===== src/rtl/lock_pkg.sv =====
package lock_pkg;
  localparam int LOCK_W_DEF = 8;
  localparam logic [LOCK_W_DEF-1:0] LOCK_PATTERN_DEF = 8'hA5;
endpackage


===== src/rtl/lock_cone.sv =====
module lock_cone #(
  parameter int W = 8
) (
  input  logic [W-1:0] x,
  output logic         y
);
  localparam int PAIRS = W / 2;
  logic [PAIRS-1:0] terms;

  genvar gi;
  generate
    for (gi = 0; gi < PAIRS; gi++) begin : g_pair
      assign terms[gi] = x[2*gi] & x[2*gi+1];
    end
  endgenerate

  assign y = |terms;
endmodule


===== src/rtl/lock_match.sv =====
module lock_match #(
  parameter int W = 8
) (
  input  logic         en,
  input  logic [W-1:0] a,
  input  logic [W-1:0] b,
  output logic         hit
);
  assign hit = en && (a == b);
endmodule


===== src/rtl/lock_key_loader.sv =====
module lock_key_loader #(
  parameter int W = 8
) (
  input  logic         clk,
  input  logic         rst_n,
  input  logic         shift_en,
  input  logic         bit_in,
  output logic [W-1:0] key_q,
  output logic         key_valid
);
  localparam int CW = $clog2(W + 1);
  localparam logic [CW-1:0] FULL = CW'(W);

  logic [CW-1:0] cnt;

  always_ff @(posedge clk) begin
    if (!rst_n) begin
      key_q     <= '0;
      cnt       <= '0;
      key_valid <= 1'b0;
    end else if (shift_en) begin
      key_q     <= {key_q[W-2:0], bit_in};
      key_valid <= 1'b0;
      if (cnt != FULL) cnt <= cnt + 1'b1;
    end else begin
      if (cnt == FULL) key_valid <= 1'b1;
      cnt <= '0;
    end
  end

  AST_LOAD_DROPS_VALID: assert property (@(posedge clk) disable iff (!rst_n)
    shift_en |=> !key_valid);
  AST_VALID_AFTER_IDLE: assert property (@(posedge clk) disable iff (!rst_n)
    $rose(key_valid) |-> !$past(shift_en));
  AST_KEY_HELD: assert property (@(posedge clk) disable iff (!rst_n)
    !shift_en |=> $stable(key_q));
endmodule


===== src/rtl/pattern_lock.sv =====
module pattern_lock #(
  parameter int W = lock_pkg::LOCK_W_DEF,
  parameter logic [W-1:0] PROTECT = lock_pkg::LOCK_PATTERN_DEF
) (
  input  logic         clk,
  input  logic         rst_n,
  input  logic [W-1:0] cone_x,
  input  logic         key_shift_en,
  input  logic         key_bit,
  output logic         key_ok,
  output logic         lock_y
);
  logic         cone_y;
  logic         flip;
  logic         restore;
  logic [W-1:0] key_q;

  lock_cone #(.W(W)) u_cone (.x(cone_x), .y(cone_y));

  lock_key_loader #(.W(W)) u_loader (
    .clk(clk), .rst_n(rst_n), .shift_en(key_shift_en), .bit_in(key_bit),
    .key_q(key_q), .key_valid(key_ok)
  );

  lock_match #(.W(W)) u_flip (.en(1'b1), .a(cone_x), .b(PROTECT), .hit(flip));
  lock_match #(.W(W)) u_restore (.en(key_ok), .a(cone_x), .b(key_q), .hit(restore));

  assign lock_y = cone_y ^ flip ^ restore;

  AST_PASS_OTHERS: assert property (@(posedge clk) disable iff (!rst_n)
    (cone_x != PROTECT && !(key_ok && cone_x == key_q)) |-> (lock_y == cone_y));
  AST_LOCKED_WRONG: assert property (@(posedge clk) disable iff (!rst_n)
    (!key_ok && cone_x == PROTECT) |-> (lock_y != cone_y));
  AST_RIGHT_KEY_OK: assert property (@(posedge clk) disable iff (!rst_n)
    (key_ok && key_q == PROTECT) |-> (lock_y == cone_y));
endmodule


===== config.mk =====
export PLATFORM = sky130hd
export DESIGN_NAME = pattern_lock
export DESIGN_NICKNAME = d
export VERILOG_FILES = /design/src/rtl/lock_pkg.sv /design/src/rtl/lock_cone.sv /design/src/rtl/lock_match.sv /design/src/rtl/lock_key_loader.sv /design/src/rtl/pattern_lock.sv
export SDC_FILE = /design/constraint.sdc
export NUM_CORES = 1
export LEC_CHECK = 0
export ABC_AREA = 1
export CAP_MARGIN = 20
export CORE_MARGIN = 4
export CORE_UTILIZATION = 51
export CTS_CLUSTER_DIAMETER = 40
export DETAILED_ROUTE_END_ITERATION = 6
export PLACE_DENSITY = 0.82
export SETUP_SLACK_MARGIN = 0.1
export SLEW_MARGIN = 10
export SYNTH_ARGS = -nofsm -noshare
export SYNTH_HDL_FRONTEND = slang
export SYNTH_HIERARCHICAL = 1
export SYNTH_SLANG_ARGS = --single-unit

===== constraint.sdc =====
create_clock -name clk -period 1.2 [get_ports clk]
set_clock_uncertainty 0.05 [all_clocks]
set_input_delay 0.12 -clock clk [delete_from_list [all_inputs] [get_ports clk]]
set_output_delay 0.12 -clock clk [all_outputs]
set_load 0.02 [all_outputs]

# == After elaboration in Yosys (flattened, before gate mapping) ==
# Index checks and enable logic that the tools add are counted.
# op_classes
n_eq_ne,4
addsub,1
n_bitwise,7
n_reduce_logical,4
# ops
op,n
$eq A8 B8 Y1,1
$eq A8 B8 Y1 const B,1
$add A4 B1 Y4 const B,1
$and A1 B1 Y1,4
$eq A4 B4 Y1 const B,1
$ne A4 B4 Y1 const B,1
$reduce_or A4 Y1,1
$reduce_and A2 Y1,1
$reduce_or A2 Y1,1
$xor A1 B1 Y1,2
$logic_and A1 B1 Y1,1
$not A1 Y1,1
# word_totals
out_inout_bits,2
wordCells,19
regBits,13

# == Longest topological paths before layout ==
# Gate-level depths: netlist (run 1).
# logic_depth
depth_word,4
mapped_depth,11
depth_no_buf,11

# == Modules after synthesis ==
# The synthesis (run 1) kept the hierarchy.
# by_module_without_submodules
module,area_each_um2,cells_each,seq_area_each_um2,instances
lock_key_loader,499.2,63,260.2,1
lock_match,152.6,35,0.0,2
pattern_lock,42.5,11,0.0,1
lock_cone,33.8,9,0.0,1

# == Worst setup path after synthesis (run 1) ==
# Ideal clock, no wire load.
# synth_path
path_kind,reg-to-output
from,reg u_loader.key_valid
to,out lock_y
arrival_time_ns,1.008
path_slack_ns,0.022
path_stages_with_launch,6
n_path_buf,0
path_cell_list,dfxtp_1 > o21a_1 > nand3_1 > nor2_2 > nand3_1 > nand2_1
# synth_via
elab_chain_cells,2
# synth_rtl
item,line,source
start: declaration,lock_key_loader.sv:9,output logic key_valid
start signal: assignment,lock_key_loader.sv:20,key_valid <= 1'b0;
start signal: assignment,lock_key_loader.sv:23,key_valid <= 1'b0;
start signal: assignment,lock_key_loader.sv:26,if (cnt == FULL) key_valid <= 1'b1;
$logic_and A1 B1 Y1,lock_match.sv:9,assign hit = en && (a == b);
net restore,pattern_lock.sv:15,logic restore;
$xor A1 B1 Y1,pattern_lock.sv:28,assign lock_y = cone_y ^ flip ^ restore;
end: declaration,pattern_lock.sv:11,output logic lock_y
# The timed path passes the listed nets, and every way through them passes these cells.

# == Final worst setup path (run 1) ==
# layout_path
from,reg u_loader.key_q[3]
to,out lock_y
# layout_via
elab_chain_cells,3
# layout_rtl
item,line,source
start: declaration,lock_key_loader.sv:8,"output logic [W-1:0] key_q,"
start signal: assignment,lock_key_loader.sv:22,"key_q <= {key_q[W-2:0], bit_in};"
$eq A8 B8 Y1,lock_match.sv:9,
$logic_and A1 B1 Y1,lock_match.sv:9,
net restore,pattern_lock.sv:15,
$xor A1 B1 Y1,pattern_lock.sv:28,
# The timed path passes the listed nets, and every way through them passes these cells.

==> results of run 1 <==
-- path summary, 6_finish.rpt --
path                                                startpoint                             end  slack (ns)  cells after the start
worst min register to register  u_loader/key_q[6]$_SDFFE_PN0P_  u_loader/key_q[6]$_SDFFE_PN0P_        0.46                      2
worst max register to register    u_loader/cnt[0]$_SDFFE_PN0P_    u_loader/cnt[2]$_SDFFE_PN0P_        0.12                      6
worst max-delay path            u_loader/key_q[3]$_SDFFE_PN0P_                          lock_y       -0.39                     10
worst min-delay path                                   key_bit  u_loader/key_q[0]$_SDFFE_PN0P_        0.39                      3
-- area by class of cell --
class	instances	area, µm²	area share (%)
multi-input cells	112	561	46.5
flip-flops and latches	13	269	22.3
repair buffers	21	179	14.8
inverters	40	150	12.5
clock buffers	4	26.3	2.18
well taps	16	20.0	1.66
-- metal layers --
metal  track usage (%)  vias up  routed length, µm
met5                 0        -                  0
met4              4.61        0                 33
met3              3.31        4                109
met2              30.0       26               1050
met1              18.0      410                839
li1                  -      508                  -
-- worst reg2reg max path, cell delays in order (launching register included) --
cell and delay (ns):
dfxtp_2 0.35, inv_2 0.06, ha_4 0.16, nand2_4 0.07, nor2_4 0.04, buf_4 0.14
nor3_2 0.14
-- cell usage after synthesis --
| library cell | n | share of area (%) |
|---|---|---|
| conb_1 | 2 | 0.85 |
| dfxtp_1 | 13 | 30 |
| ha_1 | 2 | 2.8 |
| inv_1 | 35 | 15 |
| inv_2 | 5 | 2.1 |
| nand2_1 | 52 | 22 |
| nand2_2 | 1 | 0.71 |
| nand3_1 | 8 | 4.5 |
| nor2_1 | 14 | 6.0 |
| nor2_2 | 5 | 3.6 |
| nor3_2 | 1 | 1.1 |
| o21a_1 | 2 | 1.7 |
| o21ai_0 | 2 | 1.1 |
| o21ai_1 | 1 | 0.57 |
| o22ai_1 | 6 | 4.3 |
| xnor2_1 | 4 | 4.0 |
-- placed cells by master (no fill, tap or decap), types with 2 or more instances in the layout --
cell              n
inv_2             8
nand2_2           4
nand3_1           7
o21ai_0           2
o21a_1            2
buf_4             8
dlygate4sd2_1     6
clkdlybuf4s50_1   3
nand2_1          48
clkbuf_4          3
nor2_4            2
dfxtp_1           6
dfxtp_2           7
nor2_1           13
xnor2_1           4
nor2_2            4
conb_1           14
o22ai_1           6
clkdlybuf4s15_1   2
inv_1            32
-- power breakdown --
group	total [mW]	switching, mW	internal [mW]
Sequential	0.445	0.00629	0.439
Clock	0.263	0.135	0.129
Combinational	0.202	0.111	0.0904
-- flip-flops by register name, summed over array words and instances (netlist names) --
signal and flops:
u_loader/key_q 8, u_loader/key_valid 1, u_loader/cnt 4
-- what timing repair did --
action                                  4_1_cts  5_1_grt
gates resized for setup                      28       11
endpoints found under the setup margin        4        4
hold buffers                                  0        0
cloned                                        0        0
setup buffers                                 0        2
pin swaps                                     2        8
-- metrics by stage --
stage / cells / hold WS (ns)
finish: 206 / 0.389
CTS: 204 / 0.377
detailed placement: 200 / 0.444
global route: 206 / 0.409
global placement: 200 / 0.439
floorplan: 165 / 0.183
-- cells by family after synthesis --
family | synth area share, %
AND/OR/NAND/NOR | 38.1
buffers and inverters | 17.0
flip-flops | 29.5
AO/OA/AOI/OAI | 7.67
XOR/XNOR | 3.98
adder cells (fa/ha/maj) | 2.84
other | 0.853
==> impl_metrics.json, run 1 <==
{
  "cts-buffers-inserted": 3,
  "fmax_ghz": 0.630,
  "ys_types": 16,
  "synth_seq_area_share_pct": 29.5,
  "antenna_found_initial": 0,
  "crit_buf_inv": 3,
  "finalCritPeriodShare_pct": 132,
  "ant_nets": 0,
  "htree_levels": 1,
  "synth_area_per_cell_um2": 5.76,
  "syn_inst": 153,
  "final_util_pct": 76.4,
  "ir_drop_uv": 625,
  "cts_tree": "yes",
  "gp_congestion": 0.787,
  "violations": "setup timing",
  "synth_area_um2": 881,
  "drt_iter0_markers": 13,
  "cts-root-buf": "clkbuf_4",
  "avgRoutedWirePerCell_um": 9.88,
  "grt_pass1_vias": 824,
  "layout_setup_ws_ns": -0.388,
  "num_rows": 14,
  "critPathMostFrequentCell": "nand2_1",
  "cp-start-kind": "flop",
  "ios": 14,
  "fp.dieH_um": 49.6,
  "finalInstanceArea_um2": 1200,
  "clk_path_buf_depth": 2,
  "totalWireLength_um": 2040,
  "grt_pass1_wl_um": 3180,
  "grt_max_degree": 9,
  "final_hold_viol_count": 0,
  "placed_cell_area_um2": 1120,
  "path_cells": "inv_1, nand2_1, nand2_1, nor2_1, nand3_2, nor2_2, inv_1, nand2_1, nand2_2, buf_6",
  "setup_viol": 1,
  "outcome": "complete, but fails checks",
  "fin_crit_ns": 1.59,
  "grt.total_usage_pct": 16.0,
  "p_leak_nw": 0.623,
  "hold_class": "in -> reg",
  "clock_latency_ns": 0.27,
  "via_per_inst": 4.60,
  "rsz0062_at_grt": "true",
  "nets": 205,
  "drc": 0,
  "core-area_um2": 1580,
  "ys_warn_count": 6,
  "required_ns": 1.03,
  "cp.arrival_ns": 1.42,
  "place_ws_ns": -0.993,
  "tns_ns": -0.388,
  "path_class": "reg -> out",
  "dp_hpwl_um": 1500,
  "crit_family": "simple AND/OR/NAND/NOR gates",
  "maxCapViolCount": 0,
  "path_clk_slew_ns": 0.08,
  "port_buffers": 13,
  "ys_ff_latch": 13,
  "vias": 948,
  "max_stage_delay_ns": 0.35,
  "antenna_cells": 0,
  "start_util_pct": 55.9,
  "drive_above_1_share_pct": 22.1,
  "slew_viol_final": 0,
  "total_power_mw": 0.910,
  "dieArea_um2": 2460,
  "dr.pass1.iters": 4,
  "die_w_um": 49.6,
  "clock-sinks": 13,
  "overflow": 0,
  "powerDensity_nw_per_um2": 755,
  "worstPathMaxFanout": 3,
  "synthToLayoutAreaGrowth_pct": 36.8,
  "cp-end-kind": "output port",
  "num-fill-cells": 137,
  "crit_slowest_cell": "dfxtp_2"
}
(Power assumes the default switching activity.)
==> run 2: changes to the inputs <==
==> constraint.sdc (replaced) <==
create_clock -name clk -period 1.57 [get_ports clk]
set_clock_uncertainty 0.05 [all_clocks]
set_input_delay 0.157 -clock clk [delete_from_list [all_inputs] [get_ports clk]]
set_output_delay 0.157 -clock clk [all_outputs]
set_load 0.02 [all_outputs]
==> run 2 against run 1 <==
The flow now finishes without violations. Combinational power shrank 31%. Total power shrank 26%. Clock power shrank 25%. Count of clock-buffer cells in the layout is the same. Final area shrank 4.3%. Die area is the same. Sequential cell count is the same. Sequential power shrank 24%. Register-to-register slack gained 0.30 ns. Non-clock buffer count shrank 1. Global-route usage shrank 1.0 points. Core utilization shrank 3.3 points.
==> impl_metrics.json, run 2 (synthesis gave the netlist of run 1 again) <==
{
  "outcome": "completed",
  "core-area_um2": 1580,
  "r2r_cells": 7,
  "largest_register": "u_loader/key_q",
  "total_power_mw": 0.676,
  "rsz0062_at_grt": "true",
  "hold_class": "in -> reg",
  "p_leak_nw": 0.612,
  "cts_hold_buffers": 0,
  "maxCapViolCount": 0,
  "fp.dieH_um": 49.6,
  "port_buffers": 13,
  "grt.total_usage_pct": 15.0,
  "required_ns": 1.36,
  "ios": 14,
  "totalWireLength_um": 1720,
  "clockPowerShare_pct": 29.2,
  "fin_crit_ns": 1.53,
  "pwr-share-comb_pct": 20.6,
  "drt_iter0_markers": 10,
  "drc": 0,
  "top_layer_used": "met4",
  "cp-end-kind": "output port",
  "final_common_cell": "nand2_1",
  "path_clk_slew_ns": 0.07,
  "dr.pass1.iters": 4,
  "r2r_start": "u_loader/cnt[0]$_SDFFE_PN0P_",
  "antenna_cells": 0,
  "worstPathMaxFanout": 3,
  "avgRoutedWirePerCell_um": 8.38,
  "r2r_setup_slack_ns": 0.42,
  "clk_path_buf_depth": 2,
  "clock_latency_ns": 0.26,
  "final_util_pct": 73.2,
  "p_switching_mw": 0.179,
  "finalCritPeriodShare_pct": 97.2,
  "slew_viol_final": 0,
  "drive_above_1_share_pct": 15.3,
  "whs_path_depth": 3,
  "vias": 902,
  "grt_pass1_vias": 834,
  "cp.arrival_ns": 1.32,
  "num-fill-cells": 138,
  "p_seq_share_pct": 50.3,
  "ir_drop_uv": 608,
  "gp_congestion": 0.768,
  "cts-root-buf": "clkbuf_4",
  "grt_max_degree": 9,
  "layout_common_cells": "nand2_1, inv_1, conb_1",
  "m1WireLength_um": 786,
  "place_ws_ns": -0.659,
  "placed_cell_area_um2": 1120,
  "grt_pass1_wl_um": 3000,
  "finalInstanceArea_um2": 1150,
  "dp_hpwl_um": 1420,
  "nets": 204,
  "cp-start-kind": "flop",
  "powerDensity_nw_per_um2": 586,
  "dieArea_um2": 2460,
  "largest_register_ffs": 8,
  "htree_levels": 1,
  "final_hold_viol_count": 0,
  "ant_nets": 0,
  "cts_tree": "yes",
  "r2r-end": "u_loader/cnt[0]$_SDFFE_PN0P_",
  "wl_met3_um": 71,
  "holdPathEnd": "u_loader/key_q[0]$_SDFFE_PN0P_",
  "fmax_ghz": 0.655,
  "die_w_um": 49.6,
  "setup_viol": 0,
  "synthToLayoutAreaGrowth_pct": 31.0,
  "hp-start": "key_bit",
  "cts-buffers-inserted": 3,
  "wl_met2_um": 850,
  "reg_top3": "u_loader/key_q (8), u_loader/cnt (4), u_loader/key_valid (1)",
  "switching_share_pct": 26.5,
  "via_per_inst": 4.40,
  "start_util_pct": 55.9,
  "antenna_found_initial": 0,
  "layout_setup_ws_ns": 0.0432,
  "path_class": "reg -> out",
  "overflow": 0,
  "num_rows": 14,
  "clock-sinks": 13,
  "p_int_mw": 0.497
}
run 2: cell types whose count changed in the layout (fill, tap and decap cells not counted), moves of 3 or more:
cell,before,now
inv_1,32,35
nand2_2,4,1
inv_2,8,5
dlygate4sd2_1,6,9
nand2_1,48,52
run 2: how the worst max path moves through the flow:
stage,startpoint,to,slack (ns)
2_1_floorplan,u_loader/key_valid$_SDFFE_PP0N_,lock_y,0.35
3_3_place_gp,cone_x[0],lock_y,-0.62
3_5_place_dp,cone_x[5],lock_y,-0.66
4_1_cts,u_loader/key_q[4]$_SDFFE_PN0P_,lock_y,0.01
5_1_grt,u_loader/key_q[4]$_SDFFE_PN0P_,lock_y,-0.12
6_report,u_loader/key_q[2]$_SDFFE_PN0P_,lock_y,0.04
run 2: worst max-delay path: stages (launching register included):
cell and delay, ns:
dfxtp_2 0.34, inv_1 0.04, nand2_1 0.04, nand2_1 0.06, nor2_2 0.09, nand3_1 0.08, nor2_2 0.10, inv_1 0.04
nand2_1 0.06, nand2_1 0.05, buf_6 0.13
run 2: routing by layer:
metal  vias up  GRT usage (%)
met5         -              0
met4         0           6.91
met3         2           2.11
met2        14           27.1
met1       382           17.2
li1        504              -
run 2: repair_timing:
item	4_1_cts	5_1_grt
setup endpoints to repair	2	1
gates cloned	0	0
setup buffers	1	0
gates resized for setup	19	2
run 2: power by group through the flow:
| stage | logic, mW | registers, mW | clock network (mW) |
|---|---|---|---|
| finish | 0.139 | 0.340 | 0.197 |
| global route | 0.159 | 0.341 | 0.219 |
| CTS | 0.137 | 0.340 | 0.202 |
| detailed placement | 0.142 | 0.347 | 0 |
| global placement | 0.139 | 0.347 | 0 |
| floorplan | 0.0818 | 0.346 | 0 |
run 2: through the flow:
stage	hold slack, ns	TNS [ns]	cells
2_1_floorplan	0.220	0	165
3_3_place_gp	0.438	-0.618	200
3_5_place_dp	0.447	-0.659	200
4_1_cts	0.429	0	205
5_1_grt	0.440	-0.115	205
6_report	0.418	0	205
run 2: final cells by class:
cell class / instances / area, µm² / area share, %
multi-input combinational: 112 / 518 / 44.9
sequential: 13 / 267 / 23.1
timing repair buffer: 20 / 173 / 15.0
inverter: 40 / 150 / 13.0
clock buffer: 4 / 26.3 / 2.28
tap: 16 / 20.0 / 1.74
